<file path="src/rtl/dbg_cmd_pkg.sv">
package dbg_cmd_pkg;
  localparam logic [7:0] OP_RD_IRAM  = 8'h00;
  localparam logic [7:0] OP_WR_IRAM  = 8'h01;
  localparam logic [7:0] OP_RD_MEM   = 8'h02;
  localparam logic [7:0] OP_WR_MEM   = 8'h03;
  localparam logic [7:0] OP_RD_IO    = 8'h04;
  localparam logic [7:0] OP_WR_IO    = 8'h05;
  localparam logic [7:0] OP_RD_DSPL  = 8'h06;
  localparam logic [7:0] OP_RD_DSPH  = 8'h07;
  localparam logic [7:0] OP_WR_DSP   = 8'h08;
  localparam logic [7:0] OP_JUMP     = 8'h09;
  localparam logic [7:0] OP_RESUME   = 8'h0A;
  localparam logic [7:0] OP_BLK_RD   = 8'h0B;
  localparam logic [7:0] OP_BLK_WR   = 8'h0C;
  localparam logic [7:0] OP_FL_WR    = 8'h0D;
  localparam logic [7:0] OP_FL_CHK   = 8'h0E;
  localparam logic [7:0] OP_LINK     = 8'hF0;
  localparam logic [7:0] ACK_BYTE    = 8'hAC;
  localparam logic [7:0] BRK_BYTE0   = 8'hAA;
  localparam logic [7:0] BRK_BYTE1   = 8'h55;

  typedef enum logic [1:0] {SP_IRAM, SP_XMEM, SP_IO, SP_DSP} space_e;
  typedef enum logic [2:0] {
    S_LINK, S_IDLE, S_PARAM, S_EXEC, S_DATA, S_BUS, S_TX, S_FWAIT
  } state_e;
endpackage

</file>
<file path="src/rtl/dbg_op_decode.sv">
module dbg_op_decode import dbg_cmd_pkg::*; (
  input  logic [7:0] op_i,
  output logic       known_o,
  output logic [2:0] nparam_o,
  output space_e     space_o,
  output logic       write_o
);
  always_comb begin
    known_o  = 1'b1;
    nparam_o = 3'd0;
    space_o  = SP_IRAM;
    write_o  = 1'b0;
    unique case (op_i)
      OP_RD_IRAM: nparam_o = 3'd1;
      OP_WR_IRAM: begin nparam_o = 3'd3; write_o = 1'b1; end
      OP_RD_MEM:  begin nparam_o = 3'd4; space_o = SP_XMEM; end
      OP_WR_MEM:  begin nparam_o = 3'd6; space_o = SP_XMEM; write_o = 1'b1; end
      OP_RD_IO:   begin nparam_o = 3'd1; space_o = SP_IO; end
      OP_WR_IO:   begin nparam_o = 3'd3; space_o = SP_IO; write_o = 1'b1; end
      OP_RD_DSPL,
      OP_RD_DSPH: begin nparam_o = 3'd2; space_o = SP_DSP; end
      OP_WR_DSP:  begin nparam_o = 3'd6; space_o = SP_DSP; write_o = 1'b1; end
      OP_JUMP:    nparam_o = 3'd2;
      OP_RESUME:  nparam_o = 3'd1;
      OP_BLK_RD:  begin nparam_o = 3'd6; space_o = SP_XMEM; end
      OP_BLK_WR:  begin nparam_o = 3'd6; space_o = SP_XMEM; write_o = 1'b1; end
      OP_FL_WR:   begin nparam_o = 3'd3; space_o = SP_XMEM; write_o = 1'b1; end
      OP_FL_CHK:  nparam_o = 3'd1;
      default:    known_o = 1'b0;
    endcase
  end
endmodule

</file>
<file path="src/rtl/dbg_param_shift.sv">
module dbg_param_shift #(
  parameter int NBYTES = 6,
  localparam int CW = $clog2(NBYTES + 1)
) (
  input  logic              clk_i,
  input  logic              rst_ni,
  input  logic              clr_i,
  input  logic              push_i,
  input  logic [7:0]        byte_i,
  output logic [CW-1:0]     cnt_o,
  output logic [NBYTES*8-1:0] params_o
);
  logic [CW-1:0] cnt_q;
  logic [NBYTES*8-1:0] prm_q;

  // incoming bytes fill from the low end: little-endian fields
  always_ff @(posedge clk_i or negedge rst_ni) begin
    if (!rst_ni) begin
      cnt_q <= '0;
      prm_q <= '0;
    end else if (clr_i) begin
      cnt_q <= '0;
    end else if (push_i) begin
      prm_q[cnt_q*8 +: 8] <= byte_i;
      cnt_q <= cnt_q + CW'(1);
    end
  end

  assign cnt_o    = cnt_q;
  assign params_o = prm_q;


  param_cnt_chk: assert property (@(posedge clk_i) disable iff (!rst_ni)
    push_i && !clr_i |-> cnt_q < CW'(NBYTES));
endmodule

</file>
<file path="src/rtl/dbg_cmd_engine.sv">
module dbg_cmd_engine import dbg_cmd_pkg::*; #(
  parameter int ADDR_W = 32,
  parameter int PAGE_WORDS = 32,
  parameter logic [ADDR_W-1:0] FLASH_BASE = 'h8000,
  parameter int MAX_PARAM = 6
) (
  input  logic              clk_i,
  input  logic              rst_ni,
  input  logic [7:0]        rx_data_i,
  input  logic              rx_valid_i,
  output logic [7:0]        tx_data_o,
  output logic              tx_valid_o,
  input  logic              tx_ready_i,
  output logic              mem_req_o,
  output logic              mem_we_o,
  output logic [1:0]        mem_space_o,
  output logic [ADDR_W-1:0] mem_addr_o,
  output logic [31:0]       mem_wdata_o,
  input  logic [31:0]       mem_rdata_i,
  input  logic              mem_ready_i,
  input  logic              flash_busy_i,
  input  logic              bp_hit_i,
  output logic              go_o,
  output logic [15:0]       go_addr_o,
  output logic              resume_o
);
  localparam int CW   = $clog2(MAX_PARAM + 1);
  localparam int PG_W = $clog2(PAGE_WORDS);

  state_e            state_q;
  logic [7:0]        op_q;
  logic [CW-1:0]     need_q;
  logic [15:0]       words_q;
  logic [ADDR_W-1:0] addr_q;
  logic [31:0]       wdata_q;
  logic              we_q;
  space_e            space_q;
  logic [15:0]       txbuf_q;
  logic [1:0]        txleft_q;
  logic              bp_tx_q;
  logic              bp_pend_q;
  logic              lo_have_q;
  logic [7:0]        lo_q;
  logic              go_q, resume_q;
  logic [15:0]       go_addr_q;

  logic              rx_known, dx_known, rx_wr, dx_wr;
  logic [2:0]        rx_np, dx_np;
  space_e            rx_sp, dx_sp;
  logic [CW-1:0]     pcnt;
  logic [MAX_PARAM*8-1:0] prm;

  dbg_op_decode u_rx_dec (
    .op_i(rx_data_i), .known_o(rx_known), .nparam_o(rx_np),
    .space_o(rx_sp), .write_o(rx_wr));

  dbg_op_decode u_op_dec (
    .op_i(op_q), .known_o(dx_known), .nparam_o(dx_np),
    .space_o(dx_sp), .write_o(dx_wr));

  dbg_param_shift #(.NBYTES(MAX_PARAM)) u_prm (
    .clk_i, .rst_ni,
    .clr_i(state_q == S_IDLE),
    .push_i(state_q == S_PARAM && rx_valid_i),
    .byte_i(rx_data_i),
    .cnt_o(pcnt),
    .params_o(prm));

  // flash page rule
  logic [7:0]  fl_size;
  logic [31:0] fl_end;
  logic        fl_ok;
  always_comb begin
    fl_size = prm[23:16];
    fl_end  = 32'(prm[PG_W-1:0]) + 32'(fl_size);
    fl_ok   = (fl_size != 8'd0) && (32'(fl_size) <= 32'(PAGE_WORDS)) &&
              (fl_end <= 32'(PAGE_WORDS));
  end

  always_ff @(posedge clk_i or negedge rst_ni) begin
    if (!rst_ni) begin
      state_q   <= S_LINK;
      op_q      <= '0;
      need_q    <= '0;
      words_q   <= '0;
      addr_q    <= '0;
      wdata_q   <= '0;
      we_q      <= 1'b0;
      space_q   <= SP_IRAM;
      txbuf_q   <= '0;
      txleft_q  <= '0;
      bp_tx_q   <= 1'b0;
      bp_pend_q <= 1'b0;
      lo_have_q <= 1'b0;
      lo_q      <= '0;
      go_q      <= 1'b0;
      resume_q  <= 1'b0;
      go_addr_q <= '0;
    end else begin
      go_q     <= 1'b0;
      resume_q <= 1'b0;
      if (bp_hit_i) bp_pend_q <= 1'b1;
      unique case (state_q)
        S_LINK: if (rx_valid_i && rx_data_i == OP_LINK) begin
          txbuf_q <= {8'h00, ACK_BYTE}; txleft_q <= 2'd1; state_q <= S_TX;
        end
        S_IDLE: begin
          if (rx_valid_i) begin
            op_q <= rx_data_i;
            if (rx_data_i == OP_LINK) begin
              txbuf_q <= {8'h00, ACK_BYTE}; txleft_q <= 2'd1; state_q <= S_TX;
            end else if (rx_known) begin
              need_q  <= CW'(rx_np);
              state_q <= S_PARAM;
            end
          end else if (bp_pend_q) begin
            txbuf_q   <= {BRK_BYTE1, BRK_BYTE0};
            txleft_q  <= 2'd2;
            bp_tx_q   <= 1'b1;
            bp_pend_q <= 1'b0;
            state_q   <= S_TX;
          end
        end
        S_PARAM: if (rx_valid_i && pcnt + CW'(1) == need_q) state_q <= S_EXEC;
        S_EXEC: begin
          we_q      <= dx_wr;
          space_q   <= dx_sp;
          lo_have_q <= 1'b0;
          unique case (op_q)
            OP_RD_IRAM, OP_WR_IRAM, OP_RD_IO, OP_WR_IO: begin
              addr_q  <= ADDR_W'(prm[7:0]);
              wdata_q <= 32'(prm[23:8]);
              state_q <= S_BUS;
            end
            OP_RD_MEM, OP_WR_MEM: begin
              addr_q  <= ADDR_W'(prm[31:0]);
              wdata_q <= 32'(prm[47:32]);
              state_q <= S_BUS;
            end
            OP_RD_DSPL, OP_RD_DSPH, OP_WR_DSP: begin
              addr_q  <= ADDR_W'(prm[15:0]);
              wdata_q <= prm[47:16];
              state_q <= S_BUS;
            end
            OP_BLK_RD, OP_BLK_WR: begin
              addr_q  <= ADDR_W'(prm[31:0]);
              words_q <= prm[47:32];
              if (prm[47:32] != 16'd0)
                state_q <= (op_q == OP_BLK_RD) ? S_BUS : S_DATA;
              else if (op_q == OP_BLK_WR) begin
                txbuf_q <= {8'h00, ACK_BYTE}; txleft_q <= 2'd1; state_q <= S_TX;
              end else
                state_q <= S_IDLE;
            end
            OP_FL_WR: begin
              addr_q  <= FLASH_BASE + ADDR_W'(prm[15:0]);
              words_q <= 16'(fl_size);
              state_q <= fl_ok ? S_DATA : S_IDLE;
            end
            OP_JUMP: begin
              go_q      <= 1'b1;
              go_addr_q <= prm[15:0];
              state_q   <= S_IDLE;
            end
            OP_RESUME: begin
              resume_q <= 1'b1;
              state_q  <= S_IDLE;
            end
            OP_FL_CHK: state_q <= S_FWAIT;
            default:   state_q <= S_IDLE;
          endcase
        end
        S_DATA: if (rx_valid_i) begin
          if (!lo_have_q) begin
            lo_q      <= rx_data_i;
            lo_have_q <= 1'b1;
          end else begin
            wdata_q   <= 32'({rx_data_i, lo_q});
            lo_have_q <= 1'b0;
            state_q   <= S_BUS;
          end
        end
        S_BUS: if (mem_ready_i) begin
          addr_q  <= addr_q + ADDR_W'(1);
          words_q <= words_q - 16'd1;
          if (!we_q) begin
            txbuf_q  <= (op_q == OP_RD_DSPH) ? mem_rdata_i[31:16] : mem_rdata_i[15:0];
            txleft_q <= 2'd2;
            state_q  <= S_TX;
          end else if ((op_q == OP_BLK_WR || op_q == OP_FL_WR) && words_q != 16'd1) begin
            state_q <= S_DATA;
          end else begin
            txbuf_q <= {8'h00, ACK_BYTE}; txleft_q <= 2'd1; state_q <= S_TX;
          end
        end
        S_TX: if (tx_ready_i) begin
          txbuf_q  <= {8'h00, txbuf_q[15:8]};
          txleft_q <= txleft_q - 2'd1;
          if (txleft_q == 2'd1) begin
            bp_tx_q <= 1'b0;
            state_q <= (op_q == OP_BLK_RD && words_q != 16'd0 && !bp_tx_q) ? S_BUS : S_IDLE;
          end
        end
        S_FWAIT: if (!flash_busy_i) begin
          txbuf_q <= {8'h00, ACK_BYTE}; txleft_q <= 2'd1; state_q <= S_TX;
        end
        default: state_q <= S_IDLE;
      endcase
    end
  end

  assign tx_valid_o  = (state_q == S_TX);
  assign tx_data_o   = txbuf_q[7:0];
  assign mem_req_o   = (state_q == S_BUS);
  assign mem_we_o    = we_q;
  assign mem_space_o = space_q;
  assign mem_addr_o  = addr_q;
  assign mem_wdata_o = wdata_q;
  assign go_o        = go_q;
  assign go_addr_o   = go_addr_q;
  assign resume_o    = resume_q;


  tx_hold_chk: assert property (@(posedge clk_i) disable iff (!rst_ni)
    tx_valid_o && !tx_ready_i |=> tx_valid_o && $stable(tx_data_o));

  bus_hold_chk: assert property (@(posedge clk_i) disable iff (!rst_ni)
    mem_req_o && !mem_ready_i |=> mem_req_o && $stable(mem_addr_o) && $stable(mem_we_o));

  fl_wait_chk: assert property (@(posedge clk_i) disable iff (!rst_ni)
    state_q == S_FWAIT && flash_busy_i |=> !tx_valid_o);

  brk_seq_chk: assert property (@(posedge clk_i) disable iff (!rst_ni)
    tx_valid_o && tx_ready_i && bp_tx_q && txleft_q == 2'd2 |=> tx_valid_o && tx_data_o == BRK_BYTE1);

  strobe_excl_chk: assert property (@(posedge clk_i) disable iff (!rst_ni)
    go_o |-> !resume_o && !tx_valid_o);
endmodule

</file>
<file path="config.mk">
export PLATFORM = sky130hd
export DESIGN_NAME = dbg_cmd_engine
export DESIGN_NICKNAME = d
export VERILOG_FILES = /design/src/rtl/dbg_cmd_pkg.sv /design/src/rtl/dbg_op_decode.sv /design/src/rtl/dbg_param_shift.sv /design/src/rtl/dbg_cmd_engine.sv
export SDC_FILE = /design/constraint.sdc
export NUM_CORES = 1
export LEC_CHECK = 0
export BUFFER_PORTS_ARGS = -buffer_cell sky130_fd_sc_hd__buf_2
export CAP_MARGIN = 30
export CORE_UTILIZATION = 28
export DETAILED_ROUTE_END_ITERATION = 12
export MAX_ROUTING_LAYER = met4
export PLACE_DENSITY = 0.5
export SYNTH_ARGS = -nofsm -noshare
export SYNTH_HDL_FRONTEND = slang
export SYNTH_HIERARCHICAL = 1
export SYNTH_SLANG_ARGS = --single-unit
</file>
<file path="constraint.sdc">
create_clock -name clk_i -period 6.4 [get_ports clk_i]
set_input_delay 0.96 -clock clk_i [delete_from_list [all_inputs] [get_ports clk_i]]
set_output_delay 0.96 -clock clk_i [all_outputs]
set_load 0.005 [all_outputs]
</file>
## Word level (Yosys, flattened, before mapping)

Index checks and enable logic that the tools add are counted.

- Register bits: 195
- Logic and storage cells: 220

- $add $sub $neg: 7
- Equality and inequality tests: 59
- Mux-type cells: 81
- Order comparisons: 2
- Reductions and logical operators: 47
- Shift-type cells: 2
- Bitwise logic cells: 3

Operator list:

| kind | number |
|---|---|
| $mux 16 | 14 |
| $pmux 32 s2 | 2 |
| $pmux 32 s4 | 1 |
| $eq 8x4->1 const B | 14 |
| $mux 32 | 3 |
| $pmux 16 s6 | 1 |
| $pmux 32 s3 | 1 |
| $eq 8x3->1 const B | 8 |
| $pmux 16 s2 | 2 |
| $mux 3 | 18 |
| $bwmux 48 | 1 |
| $shift 8x34->48 const A | 1 |
| $shiftx 8x34->48 | 1 |
| $neg 6->34 | 1 |
| $add 32x1->32 const B | 1 |
| $eq 8x2->1 const B | 4 |
| $reduce_bool 16->1 | 2 |
| $mux 2 | 14 |
| $pmux 3 s8 | 1 |
| $ne 2x2->1 const B | 9 |
| $add 16x16->17 const A | 1 |
| $mux 1 | 17 |
| $eq 8x1->1 const B | 2 |
| $logic_not 8->1 | 2 |
| other kinds (44) | 80 |

## Depth between registers and ports, before layout

Gate-level depths: netlist (run 1).

- Depth after elaboration: 7
- Gate-level depth with buffers: 10
- Depth with buffers taken out: 8

## By module

The synthesis (run 1) kept the hierarchy.

By module, submodules not included:

| module | area each (µm²) | cells an instance | instances |
|---|---|---|---|
| dbg_cmd_engine | 8361.8 | 933 | 1 |
| dbg_param_shift | 2244.7 | 171 | 1 |
| dbg_op_decode | 177.7 | 25 | 2 |

## Worst setup path before layout (run 1)

Ideal clock, no wire load.

- Kind: input to register
- Start: input rx_data_i[3]
- End: register txbuf_q[10]
- Data required time: 6.275 ns
- Cell stages on the path: 7
- Data arrival time: 2.786 ns
- Setup slack: 3.488 ns
- Library setup time: 0.125 ns
- Buffers on the path: 1
- Cell sequence: or4_1 -> nor2_1 -> a2111oi_0 -> a311oi_1 -> nand3_4 -> buf_6 -> mux2_4

- Cells in the longest elaborated chain, start to end: 4
- Elaborated cells on any way between the ends: 5
- Classes of those cells: 3 x eq/ne; 2 x reduce/logical

RTL lines:

| element | RTL line | RTL |
|---|---|---|
| start: declaration | dbg_cmd_engine.sv:9 | `input logic [7:0] rx_data_i,` |
| $eq 8x8->1 * | dbg_cmd_engine.sv:104, dbg_cmd_engine.sv:110 |  |
| $logic_and 1x1->1 | dbg_cmd_engine.sv:104 | `S_LINK: if (rx_valid_i && rx_data_i == OP_LINK) begin` |
| $ne 2x2->1 (no line) | - |  |
| $reduce_and 11->1 (no line) * | - |  |
| end signal: assignment | dbg_cmd_engine.sv:117 | `txbuf_q <= {BRK_BYTE1, BRK_BYTE0};` |
| end signal: assignment | dbg_cmd_engine.sv:187 | `txbuf_q <= (op_q == OP_RD_DSPH) ? mem_rdata_i[31:16] : mem_rdata_i[15:0];` |
| end signal: assignment | dbg_cmd_engine.sv:197 | `txbuf_q <= {8'h00, txbuf_q[15:8]};` |
| end: declaration | dbg_cmd_engine.sv:38 | `logic [15:0] txbuf_q;` |

Mark *: on every way between the ends. The rest lies on a longest branch, timed or not.
A chain may end at the register's enable or synchronous reset.

## Final worst setup path (run 1)

- Start: register state_q[1]
- End: output mem_req_o

- Cells in the longest elaborated chain, start to end: 1

RTL lines:

| element | RTL line | RTL |
|---|---|---|
| start: declaration | dbg_cmd_engine.sv:30 | `state_e state_q;` |
| start signal: assignment | dbg_cmd_engine.sv:149 | `state_q <= (op_q == OP_BLK_RD) ? S_BUS : S_DATA;` |
| start signal: assignment | dbg_cmd_engine.sv:158 | `state_q <= fl_ok ? S_DATA : S_IDLE;` |
| start signal: assignment | dbg_cmd_engine.sv:201 | `state_q <= (op_q == OP_BLK_RD && words_q != 16'd0 && !bp_tx_q) ? S_BUS : S_IDLE;` |
| $eq 3x3->1 | dbg_cmd_engine.sv:214 | `assign mem_req_o = (state_q == S_BUS);` |
| end: declaration | dbg_cmd_engine.sv:14 | `output logic mem_req_o,` |

No other way between the ends.

==> results of run 1 <==
==> metal layers <==
layer  track usage, %  vias to the layer above
met2             27.5                      282
met4             6.52                        0
li1                 -                     4361
met1             27.2                     4686
met3             2.27                       46
met5                -                        -
==> worst reg2reg max path: stages (launching register included) <==
cell and delay, ns:
sky130_fd_sc_hd__dfrtp_1 0.69, sky130_fd_sc_hd__inv_1 0.10, sky130_fd_sc_hd__ha_1 0.23, sky130_fd_sc_hd__ha_1 0.46, sky130_fd_sc_hd__nor2b_1 0.57, sky130_fd_sc_hd__nand4bb_1 0.57, sky130_fd_sc_hd__mux2_2 0.48
==> layout make-up <==
type	count	area share [%]
inverters	36	1.07
repair buffers	155	6.76
clock inverters	15	1.44
flip-flops and latches	195	38.7
clock buffers	17	3.37
well taps	511	5.07
multi-input cells	829	43.6
==> state kept, by name (all words and copies together) (netlist names) <==
register,count
go_o,1
mem_space_o,2
bp_tx_q,1
lo_have_q,1
txbuf_q,16
txleft_q,2
state_q,3
lo_q,8
mem_addr_o,32
words_q,16
resume_o,1
go_addr_o,16
op_q,8
u_prm/cnt_o,3
u_prm/params_o,48
need_q,3
mem_wdata_o,32
bp_pend_q,1
mem_we_o,1
==> through the flow <==
step                total power, mW  area, µm²  std cells  utilization, %  hold WS, ns
finish                         5.43      12600       1758            33.3        0.475
CTS                            5.46      12600       1758            33.3        0.479
global route                   5.81      12600       1758            33.3        0.492
detailed placement             4.32      12000       1726            31.7        0.457
global placement               4.27      12000       1724            31.6        0.455
floorplan                      3.53      10800       1136               -        0.450
==> worst paths after layout <==
check | cells after the start | start | to
setup / recovery | 5 | state_q[1] | mem_req_o
hold / removal | 2 | go_addr_o[7] | go_addr_o[7]
setup reg to reg | 6 | u_prm/cnt_o[0] | u_prm/params_o[37]
hold reg to reg | 2 | go_addr_o[7] | go_addr_o[7]
max in group asynchronous | 2 | rst_ni | mem_addr_o[5]
min in group asynchronous | 1 | rst_ni | txbuf_q[14]
==> power by group through the flow <==
stage	registers [mW]	clock network (mW)	logic, mW
floorplan	1.91	0	1.62
global placement	2.16	0	2.10
detailed placement	2.16	0	2.16
CTS	2.14	1.14	2.17
global route	2.21	1.19	2.42
finish	2.16	1.12	2.16
==> Flow_metrics.wiki, run 1 <==
{| class="wikitable"
! Metric !! Value
|-
| Run status || complete, no violations
|-
| Part of the power in the clock network || roughly a fifth
|-
| # rows || 71
|-
| Number of nets in the layout || 1296
|-
| Buffers on Ports || approximately 140
|-
| Fraction of final layout cells with drive strength greater than 1 || between 20 and 25%
|-
| Pwr dens || about 430 mW/mm²
|-
| Area of the multi-input gates || approximately 0.0055 mm²
|-
| Seq pwr share || a little under 40%
|-
| H-Tree Level Count || 4
|-
| Leading cell types in the layout, fill and taps excluded || sky130_fd_sc_hd__dfrtp_1 (195), sky130_fd_sc_hd__buf_2 (140), sky130_fd_sc_hd__nand2_1 (136), sky130_fd_sc_hd__o21ai_0 (86), sky130_fd_sc_hd__a21oi_1 (72)
|-
| Required time of the critical path || about 5.4 ns
|-
| Weighted congestion reported at the end of routability-driven placement || around 0.87
|-
| RSZ-0062 raised after global routing || no
|-
| Die footprint || approximately 0.04 mm²
|-
| Number of hold violations in the final report || 0
|-
| Initial core utilization || ~29%
|-
| Post-Syn Area per Cell || between 9 and 10 µm²
|-
| Top Ports || roughly 140
|-
| Number of buffers inserted to repair setup after CTS || 0
|-
| Register clock-pin slew on the reported worst setup and hold paths || 0.08 ns
|-
| Insertion delay of the later-clocked pin in the worst-skew pair || 0.46 ns
|-
| Slack of the worst reg-to-reg path || around 3.2 ns
|-
| Floorplan die width || 199 µm
|-
| Estimated wirelength of the detail-placed design || between 20000 and 30000 µm
|-
| Max Fanout on Critical Path || 58
|-
| Internal power component || about 3.1 mW
|-
| Time the worst path needs with I/O delays and setup || around 3.6 ns
|-
| Switching Fraction || a little over two fifths
|-
| Max capacitance violation total || 0
|-
| Tightest slew margin relative to the limit || between 30 and 40%
|-
| Number of DRC markers after the initial detailed-route iteration || between 800 and 900
|-
| Post-route fraction of the period consumed by the critical path || 55.8%
|-
| Setup total negative slack || 0 ns
|-
| Clk root buf || sky130_fd_sc_hd__clkbuf_16
|-
| Core box area || 0.0378 mm²
|-
| Sequence of cells on the critical path || inv_1, nand2_2, buf_4, inv_2, buf_2
|-
| Post-CTS Hold Buffers || 0
|-
| Clock Skews || around 0.012 ns
|-
| Arrival time at the worst endpoint || 2.61 ns
|-
| Post-cts gate resize count || 0
|-
| Highest metal used || met4
|-
| Iteration count of the initial detailed-routing pass || 7
|-
| Portion of total power attributed to combinational logic || 39.8%
|-
| WL per Instance || 20.3 µm
|-
| Final setup violation count || 0
|-
| Length of routed met3 wiring || 1610 µm
|-
| Worst slack after detailed placement || between 2 and 3 ns
|-
| Peak supply drop || roughly 0.00020 V
|-
| Maximum root-to-sink buffer count || 2
|-
| Reported net switching power || between 2 and 2.5 mW
|-
| Detailed-routed wire length on met2 || about 16000 µm
|-
| Antenna violations before repair || 0
|-
| Vias in the first global route || 9000
|-
| Number of instances in the synthesized netlist || 1136
|-
| Delay of the slowest critical-path stage || between 0.6 and 0.7 ns
|-
| Aggregate global-route resource usage || between 10% and 20%
|-
| Slowest CP cell || sky130_fd_sc_hd__dfrtp_1
|-
| Peak Freq || 280 MHz
|-
| Filler cell count || between 3000 and 4000
|-
| Final Max Tran Viols || 0
|-
| Count of antenna-violating nets left after detailed routing || 0
|-
| Family with the most delay on the worst path || buffers and inverters
|-
| Worst min-delay path category || reg -> reg
|-
| Total routed wire length on the met1 layer || about 17000 µm
|-
| Net count after synthesis || roughly 1200
|-
| Number of sinks on the clock net || 195
|-
| Number of inserted diodes || 0
|-
| Mean number of vias per cell || roughly 5.3
|-
| Pin count of the biggest net entering global routing || roughly 120
|-
| Lkg Pwr || around 5.8 nW
|-
| Die height || 199 µm
|-
| Path type of the worst setup path || reg -> out
|-
| Startpoint kind of the worst setup timing path || flip-flop
|-
| Vias after detailed routing || 9375
|-
| Nature of the critical path endpoint || output pin
|-
| Area grow syn2layout || 16.4%
|-
| Worst Max-Slew Pin Slew || 1.02 ns
|-
| Total number of yosys warnings || 6
|-
| Count of buffering cells on the critical path with inverters included || 4
|-
| Post-detailed-route DRC marker count || 0
|-
| Global-route wire length before repair || around 55000 µm
|-
| Remaining Overflow, GRT || 0
|-
| Most common library cell in the layout ignoring fill and taps || sky130_fd_sc_hd__dfrtp_1
|-
| Total wire length || approximately 36000 µm
|-
| Worst Slack Setup Final || ~2.8 ns
|-
| Post-synth design cell area || 0.0108 mm²
|-
| Inserted Clock Buffers || 17
|-
| CTS tree || built
|-
| Sequential cell area || 0.00488 mm²
|}
Note: power is estimated with default switching activity, not from simulation.
==> run 2, diff against run 1 <==
Clock period 6.4 ns to 3.3 ns, I/O delays scaled along.
==> Flow_metrics.wiki, run 2 (same netlist as run 1, synthesis figures left out) <==
{| class="wikitable"
! Metric !! Value
|-
| Floorplan die width || around 200 µm
|-
| Final setup violation count || 0
|-
| Worst min-delay path category || in -> async
|-
| H-Tree Level Count || 4
|-
| Aggregate global-route resource usage || approximately 20%
|-
| Required time of the critical path || 3.63 ns
|-
| Area grow syn2layout || 19.9%
|-
| Internal power component || roughly 6.2 mW
|-
| Inserted Clock Buffers || 17
|-
| Count of buffering cells on the critical path with inverters included || 0
|-
| Remaining Overflow, GRT || 0
|-
| Post-CTS Hold Buffers || 0
|-
| Area of the multi-input gates || approximately 0.0055 mm²
|-
| Number of DRC markers after the initial detailed-route iteration || slightly below 800
|-
| Pin count of the biggest net entering global routing || 84
|-
| Die height || just under 200 µm
|-
| Path type of the worst setup path || reg -> reg
|-
| Sequence of cells on the critical path || or4_1, nor3_1, a21boi_1, nand3_1, nand3_4, mux2_2
|-
| Tightest slew margin relative to the limit || about a third
|-
| Iteration count of the initial detailed-routing pass || 5
|-
| Time the worst path needs with I/O delays and setup || a little under 3 ns
|-
| Worst Slack Setup Final || about 0.40 ns
|-
| Antenna violations before repair || 0
|-
| Core box area || ~0.038 mm²
|-
| Top Ports || 142
|-
| Slowest CP cell || sky130_fd_sc_hd__or4_1
|-
| Peak supply drop || 0.000414 V
|-
| Portion of total power attributed to combinational logic || between 40% and 50%
|-
| Number of buffers inserted to repair setup after CTS || 0
|-
| Setup total negative slack || 0 ns
|-
| Reported net switching power || ~4.6 mW
|-
| Number of inserted diodes || 0
|-
| Clk root buf || sky130_fd_sc_hd__clkbuf_16
|-
| Max Fanout on Critical Path || 17
|-
| RSZ-0062 raised after global routing || no
|-
| Insertion delay of the later-clocked pin in the worst-skew pair || approximately 0.44 ns
|-
| Run status || complete, no violations
|-
| Clock Skews || between 0.01 and 0.015 ns
|-
| Worst slack after detailed placement || about 0.40 ns
|-
| Number of sinks on the clock net || about 200
|-
| Final Max Tran Viols || 0
|-
| Post-detailed-route DRC marker count || 0
|-
| Die footprint || 0.0395 mm²
|-
| Final Instance Count excl. Fillers || approximately 1800
|-
| Number of hold violations in the final report || 0
|-
| Estimated wirelength of the detail-placed design || roughly 27000 µm
|-
| Number of nets in the layout || between 1000 and 1500
|-
| Max reg flops || between 40 and 50
|-
| Delay of the slowest critical-path stage || roughly 0.71 ns
|-
| Peak Freq || about 340 MHz
|-
| Post-cts gate resize count || 0
|-
| CTS tree || built
|-
| Worst Max-Slew Pin Slew || 1.01 ns
|-
| Mean number of vias per cell || ~5.3
|-
| WL per Instance || around 20 µm
|-
| Post-Layout Inst Area || approximately 0.013 mm²
|-
| Buffers on Ports || ~140
|-
| Max capacitance violation total || 0
|-
| Arrival time at the worst endpoint || approximately 3.2 ns
|-
| Global-route wire length before repair || between 50000 and 60000 µm
|-
| Sequential cell area || 0.00488 mm²
|-
| Weighted congestion reported at the end of routability-driven placement || 0.870
|-
| Nature of the critical path endpoint || flip-flop
|-
| Part of the power in the clock network || 20.1%
|-
| Switching Fraction || between 40 and 50%
|-
| Total wire length || between 30000 and 40000 µm
|-
| Maximum root-to-sink buffer count || 2
|-
| Count of antenna-violating nets left after detailed routing || 0
|-
| Post-route fraction of the period consumed by the critical path || between 80% and 90%
|-
| Register clock-pin slew on the reported worst setup and hold paths || 0.08 ns
|-
| Dpl cell area || roughly 0.012 mm²
|-
| # rows || slightly above 70
|-
| Leading cell types in the layout, fill and taps excluded || sky130_fd_sc_hd__dfrtp_1 (195), sky130_fd_sc_hd__buf_2 (140), sky130_fd_sc_hd__nand2_1 (136), sky130_fd_sc_hd__o21ai_0 (86), sky130_fd_sc_hd__a21oi_1 (72)
|-
| Placed Instances || 1775
|-
| Pwr dens || between 800 and 900 mW/mm²
|-
| Filler cell count || 3962
|-
| Initial core utilization || between 20 and 30%
|-
| Lkg Pwr || between 6 and 7 nW
|-
| Seq pwr share || 36.7%
|-
| Most common library cell in the layout ignoring fill and taps || sky130_fd_sc_hd__dfrtp_1
|-
| Vias in the first global route || roughly 8900
|-
| Fraction of final layout cells with drive strength greater than 1 || 25.8%
|-
| Vias after detailed routing || 9505
|-
| Family with the most delay on the worst path || simple AND/OR/NAND/NOR gates
|-
| Smallest hold slack || ~0.064 ns
|-
| Startpoint kind of the worst setup timing path || flip-flop
|}
## run 2: cell types whose count changed in the layout (fill, tap and decap cells not counted), sizes merged
cell / delta
clkinvlp: -1
clkinv: +1
buf: +49
inv: -1
bufinv: +1
## run 2: per-layer routing
metal	wire (µm)	part of all wire [%]	up-vias	global-route usage (%)
met5	0	0	-	-
met4	714	1.9	0	5.04
met3	1730	4.7	37	2.39
met2	16600	45	271	28.3
met1	18100	49	4749	28.7
li1	-	-	4448	-
## run 2: area by class of cell
cell class / count / area share [%]
multi-input cells: 829 / 42.3
flip-flops and latches: 195 / 37.6
repair buffers: 204 / 9.53
well taps: 511 / 4.93
clock buffers: 17 / 3.28
clock inverters: 15 / 1.29
inverters: 36 / 1.04
## run 2: per-stage QoR
stage / utilization, % / total power, mW
after floorplan: - / 6.84
after global placement: 32.7 / 8.58
after detailed placement: 32.7 / 8.64
after CTS: 34.3 / 10.8
after global routing: 34.3 / 11.5
final: 34.3 / 10.8
## run 2: final timing paths
kind	startpoint	to	slack [ns]	cells past startpoint
worst min-delay path	rst_ni	txbuf_q[14]	0.06	1
max in group asynchronous	rst_ni	go_addr_o[10]	2.41	2
worst max register to register	op_q[5]	txbuf_q[2]	0.40	6
worst max-delay path	op_q[5]	txbuf_q[2]	0.40	6
min in group clk_i	bp_hit_i	bp_pend_q	0.30	3
worst min register to register	go_addr_o[3]	go_addr_o[3]	0.47	2
## run 2: power groups by stage
stage / Combinational (mW) / Clock (mW) / Sequential, mW
final: 4.65 / 2.17 / 3.96
after global routing: 5.14 / 2.30 / 4.08
after CTS: 4.67 / 2.21 / 3.95
after floorplan: 3.13 / 0 / 3.71
after detailed placement: 4.64 / 0 / 4.00
after global placement: 4.60 / 0 / 3.98
## run 2: worst reg2reg max path, stage by stage, from the launching register on
cell and delay (ns):
sky130_fd_sc_hd__dfrtp_1 0.43, sky130_fd_sc_hd__or4_1 0.71, sky130_fd_sc_hd__nor3_1 0.50, sky130_fd_sc_hd__a21boi_1 0.29
sky130_fd_sc_hd__nand3_1 0.18, sky130_fd_sc_hd__nand3_4 0.31, sky130_fd_sc_hd__mux2_2 0.38
==> run 3, diff against run 2 <==
Settings changed: CORE_UTILIZATION 28 to 30, PLACE_DENSITY 0.5 to 0.52.
==> Flow_metrics.wiki, run 3 (same netlist as run 1, synthesis figures left out) <==
{| class="wikitable"
! Metric !! Value
|-
| Die footprint || ~0.037 mm²
|-
| Weighted congestion reported at the end of routability-driven placement || between 0.8 and 0.9
|-
| Area grow syn2layout || 19.0%
|-
| WL per Instance || around 20 µm
|-
| Final setup violation count || 0
|-
| # rows || roughly 70
|-
| Pwr dens || ~830 mW/mm²
|-
| Post-Layout Inst Area || 0.0129 mm²
|-
| Mean number of vias per cell || about 5.4
|-
| Seq pwr share || roughly 38%
|-
| Remaining Overflow, GRT || 0
|-
| Number of buffers inserted to repair setup after CTS || 0
|-
| Highest metal used || met4
|-
| Most common library cell in the layout ignoring fill and taps || sky130_fd_sc_hd__dfrtp_1
|-
| Tightest slew margin relative to the limit || about two fifths
|-
| Max capacitance violation total || 0
|-
| Beginning of the worst register-to-register path || op_q[5]
|-
| Number of inserted diodes || 0
|-
| Initial core utilization || between 30% and 40%
|-
| Total Power Consumption || roughly 11 mW
|-
| Total wire length || roughly 36000 µm
|-
| Delay of the slowest critical-path stage || around 0.7 ns
|-
| Lkg Pwr || 6.00 nW
|-
| Post-cts gate resize count || 0
|-
| Required time of the critical path || between 3 and 4 ns
|-
| Time the worst path needs with I/O delays and setup || about 3 ns
|-
| Clk root buf || sky130_fd_sc_hd__clkbuf_16
|-
| Die height || about 190 µm
|-
| Worst Slack Setup Final || 0.376 ns
|-
| Length of routed met3 wiring || approximately 1800 µm
|-
| Endpoint of the lowest-slack register-to-register path || txbuf_q[6]
|-
| Slowest CP cell || sky130_fd_sc_hd__or4_1
|-
| Count of antenna-violating nets left after detailed routing || 0
|-
| Leading cell types in the layout, fill and taps excluded || sky130_fd_sc_hd__dfrtp_1 (195), sky130_fd_sc_hd__buf_2 (140), sky130_fd_sc_hd__nand2_1 (136), sky130_fd_sc_hd__o21ai_0 (86), sky130_fd_sc_hd__a21oi_1 (72)
|-
| Peak Freq || 342 MHz
|-
| Post-CTS Hold Buffers || 0
|-
| Switching Fraction || approximately 43%
|-
| Register clock-pin slew on the reported worst setup and hold paths || ~0.070 ns
|-
| Startpoint kind of the worst setup timing path || flip-flop
|-
| Number of DRC markers after the initial detailed-route iteration || about 830
|-
| Inserted Clock Buffers || 17
|-
| Final Max Tran Viols || 0
|-
| Setup total negative slack || 0 ns
|-
| Top Ports || 142
|-
| CTS tree || built
|-
| Crit path from || op_q[5]
|-
| Vias after detailed routing || around 9500
|-
| Filler cell count || between 3000 and 4000
|-
| Worst min-delay path category || in -> async
|-
| Reported net switching power || 4.57 mW
|-
| Max reg flops || 48
|-
| Number of hold violations in the final report || 0
|-
| Floorplan die width || between 150 and 200 µm
|-
| Path type of the worst setup path || reg -> reg
|-
| Global-route wire length before repair || ~55000 µm
|-
| Part of the power in the clock network || 20.1%
|-
| Post-detailed-route DRC marker count || 0
|-
| Insertion delay of the later-clocked pin in the worst-skew pair || between 0.4 and 0.5 ns
|-
| Portion of total power attributed to combinational logic || 42.4%
|-
| Peak supply drop || just over 0.0004 V
|-
| Pin count of the biggest net entering global routing || 86
|-
| Maximum root-to-sink buffer count || 2
|-
| Total routed wire length on the met1 layer || 16900 µm
|-
| Dpl cell area || between 0.01 and 0.015 mm²
|-
| Max Fanout on Critical Path || 18
|-
| Detailed-routed wire length on met2 || ~16000 µm
|-
| Iteration count of the initial detailed-routing pass || 5
|-
| Buffers on Ports || around 140
|-
| Smallest hold slack || approximately 0.098 ns
|-
| R2R cell count || 6
|-
| Slack of the worst reg-to-reg path || ~0.38 ns
|-
| H-Tree Level Count || 4
|-
| Sequence of cells on the critical path || or4_1, nor3_1, a21boi_1, nand3_1, nand3_4, mux2_2
|-
| Run status || complete, no violations
|-
| Post-route fraction of the period consumed by the critical path || between 80% and 90%
|-
| Worst slack after detailed placement || 0.287 ns
|-
| Internal power component || 6.11 mW
|-
| Aggregate global-route resource usage || 20.2%
|-
| Estimated wirelength of the detail-placed design || about 26000 µm
|-
| Number of sinks on the clock net || roughly 200
|-
| Number of nets in the layout || ~1300
|-
| Antenna violations before repair || 0
|-
| Core box area || between 0.03 and 0.04 mm²
|-
| Setup crit end || txbuf_q[6]
|-
| Worst Max-Slew Pin Slew || slightly above 0.9 ns
|-
| Vias in the first global route || approximately 9000
|-
| RSZ-0062 raised after global routing || no
|-
| Fraction of final layout cells with drive strength greater than 1 || between 20% and 30%
|-
| Arrival time at the worst endpoint || 3.26 ns
|-
| Nature of the critical path endpoint || flip-flop
|-
| Clock Skews || about 0.015 ns
|}
run 3: changes by cell type in the layout (fill, tap and decap cells not counted), sizes merged:
cell,before,now
buf,203,195
bufinv,1,0
inv,43,41
clkinvlp,0,3
run 3: final cells by class:
type                    instances  area, µm²  area share, %
multi-input cells             829       5500           42.6
flip-flops and latches        195       4880           37.9
repair buffers                196       1190           9.23
well taps                     461        577           4.47
clock buffers                  17        425           3.30
clock inverters                15        188           1.46
inverters                      36        135           1.05
run 3: worst min path at each step:
stage / start / to / depth (start not counted) / slack [ns]
2_1_floorplan: rst_ni / bp_pend_q / 0 / 0.20
3_3_place_gp: go_addr_o[6] / go_addr_o[6] / 2 / 0.45
3_5_place_dp: go_addr_o[15] / go_addr_o[15] / 2 / 0.46
4_1_cts: rst_ni / txbuf_q[4] / 1 / 0.14
5_1_grt: rst_ni / txbuf_q[6] / 1 / 0.16
6_report: rst_ni / txbuf_q[4] / 1 / 0.1
run 3: power groups by stage:
stage	Sequential, mW	Combinational, mW	Clock (mW)
after floorplan	3.71	3.13	0
after global placement	4.02	4.46	0
after detailed placement	4.04	4.53	0
after CTS	3.99	4.55	2.20
after global routing	4.13	5.01	2.29
final	4.01	4.52	2.15
run 3: per-layer routing:
metal | up-vias | global-route usage, %
li1 | 4441 | -
met1 | 4729 | 28.3
met2 | 270 | 30.9
met3 | 29 | 2.58
met4 | 0 | 5.15
met5 | - | -
run 3: metrics by stage:
step	utilization, %	std cells
floorplan	-	1136
global placement	34.5	1717
detailed placement	34.5	1717
CTS	36.2	1749
global route	36.2	1749
finish	36.2	1749
run 3: worst max-delay path, delay by kind of cell, from the launching register on:
| kind | cells | cell delay (ns) |
|---|---|---|
| muxes | 1 | 0.38 |
| and+or+nand+nor | 4 | 1.68 |
| DFF | 1 | 0.43 |
| AOI/OAI and AO/OA | 1 | 0.31 |
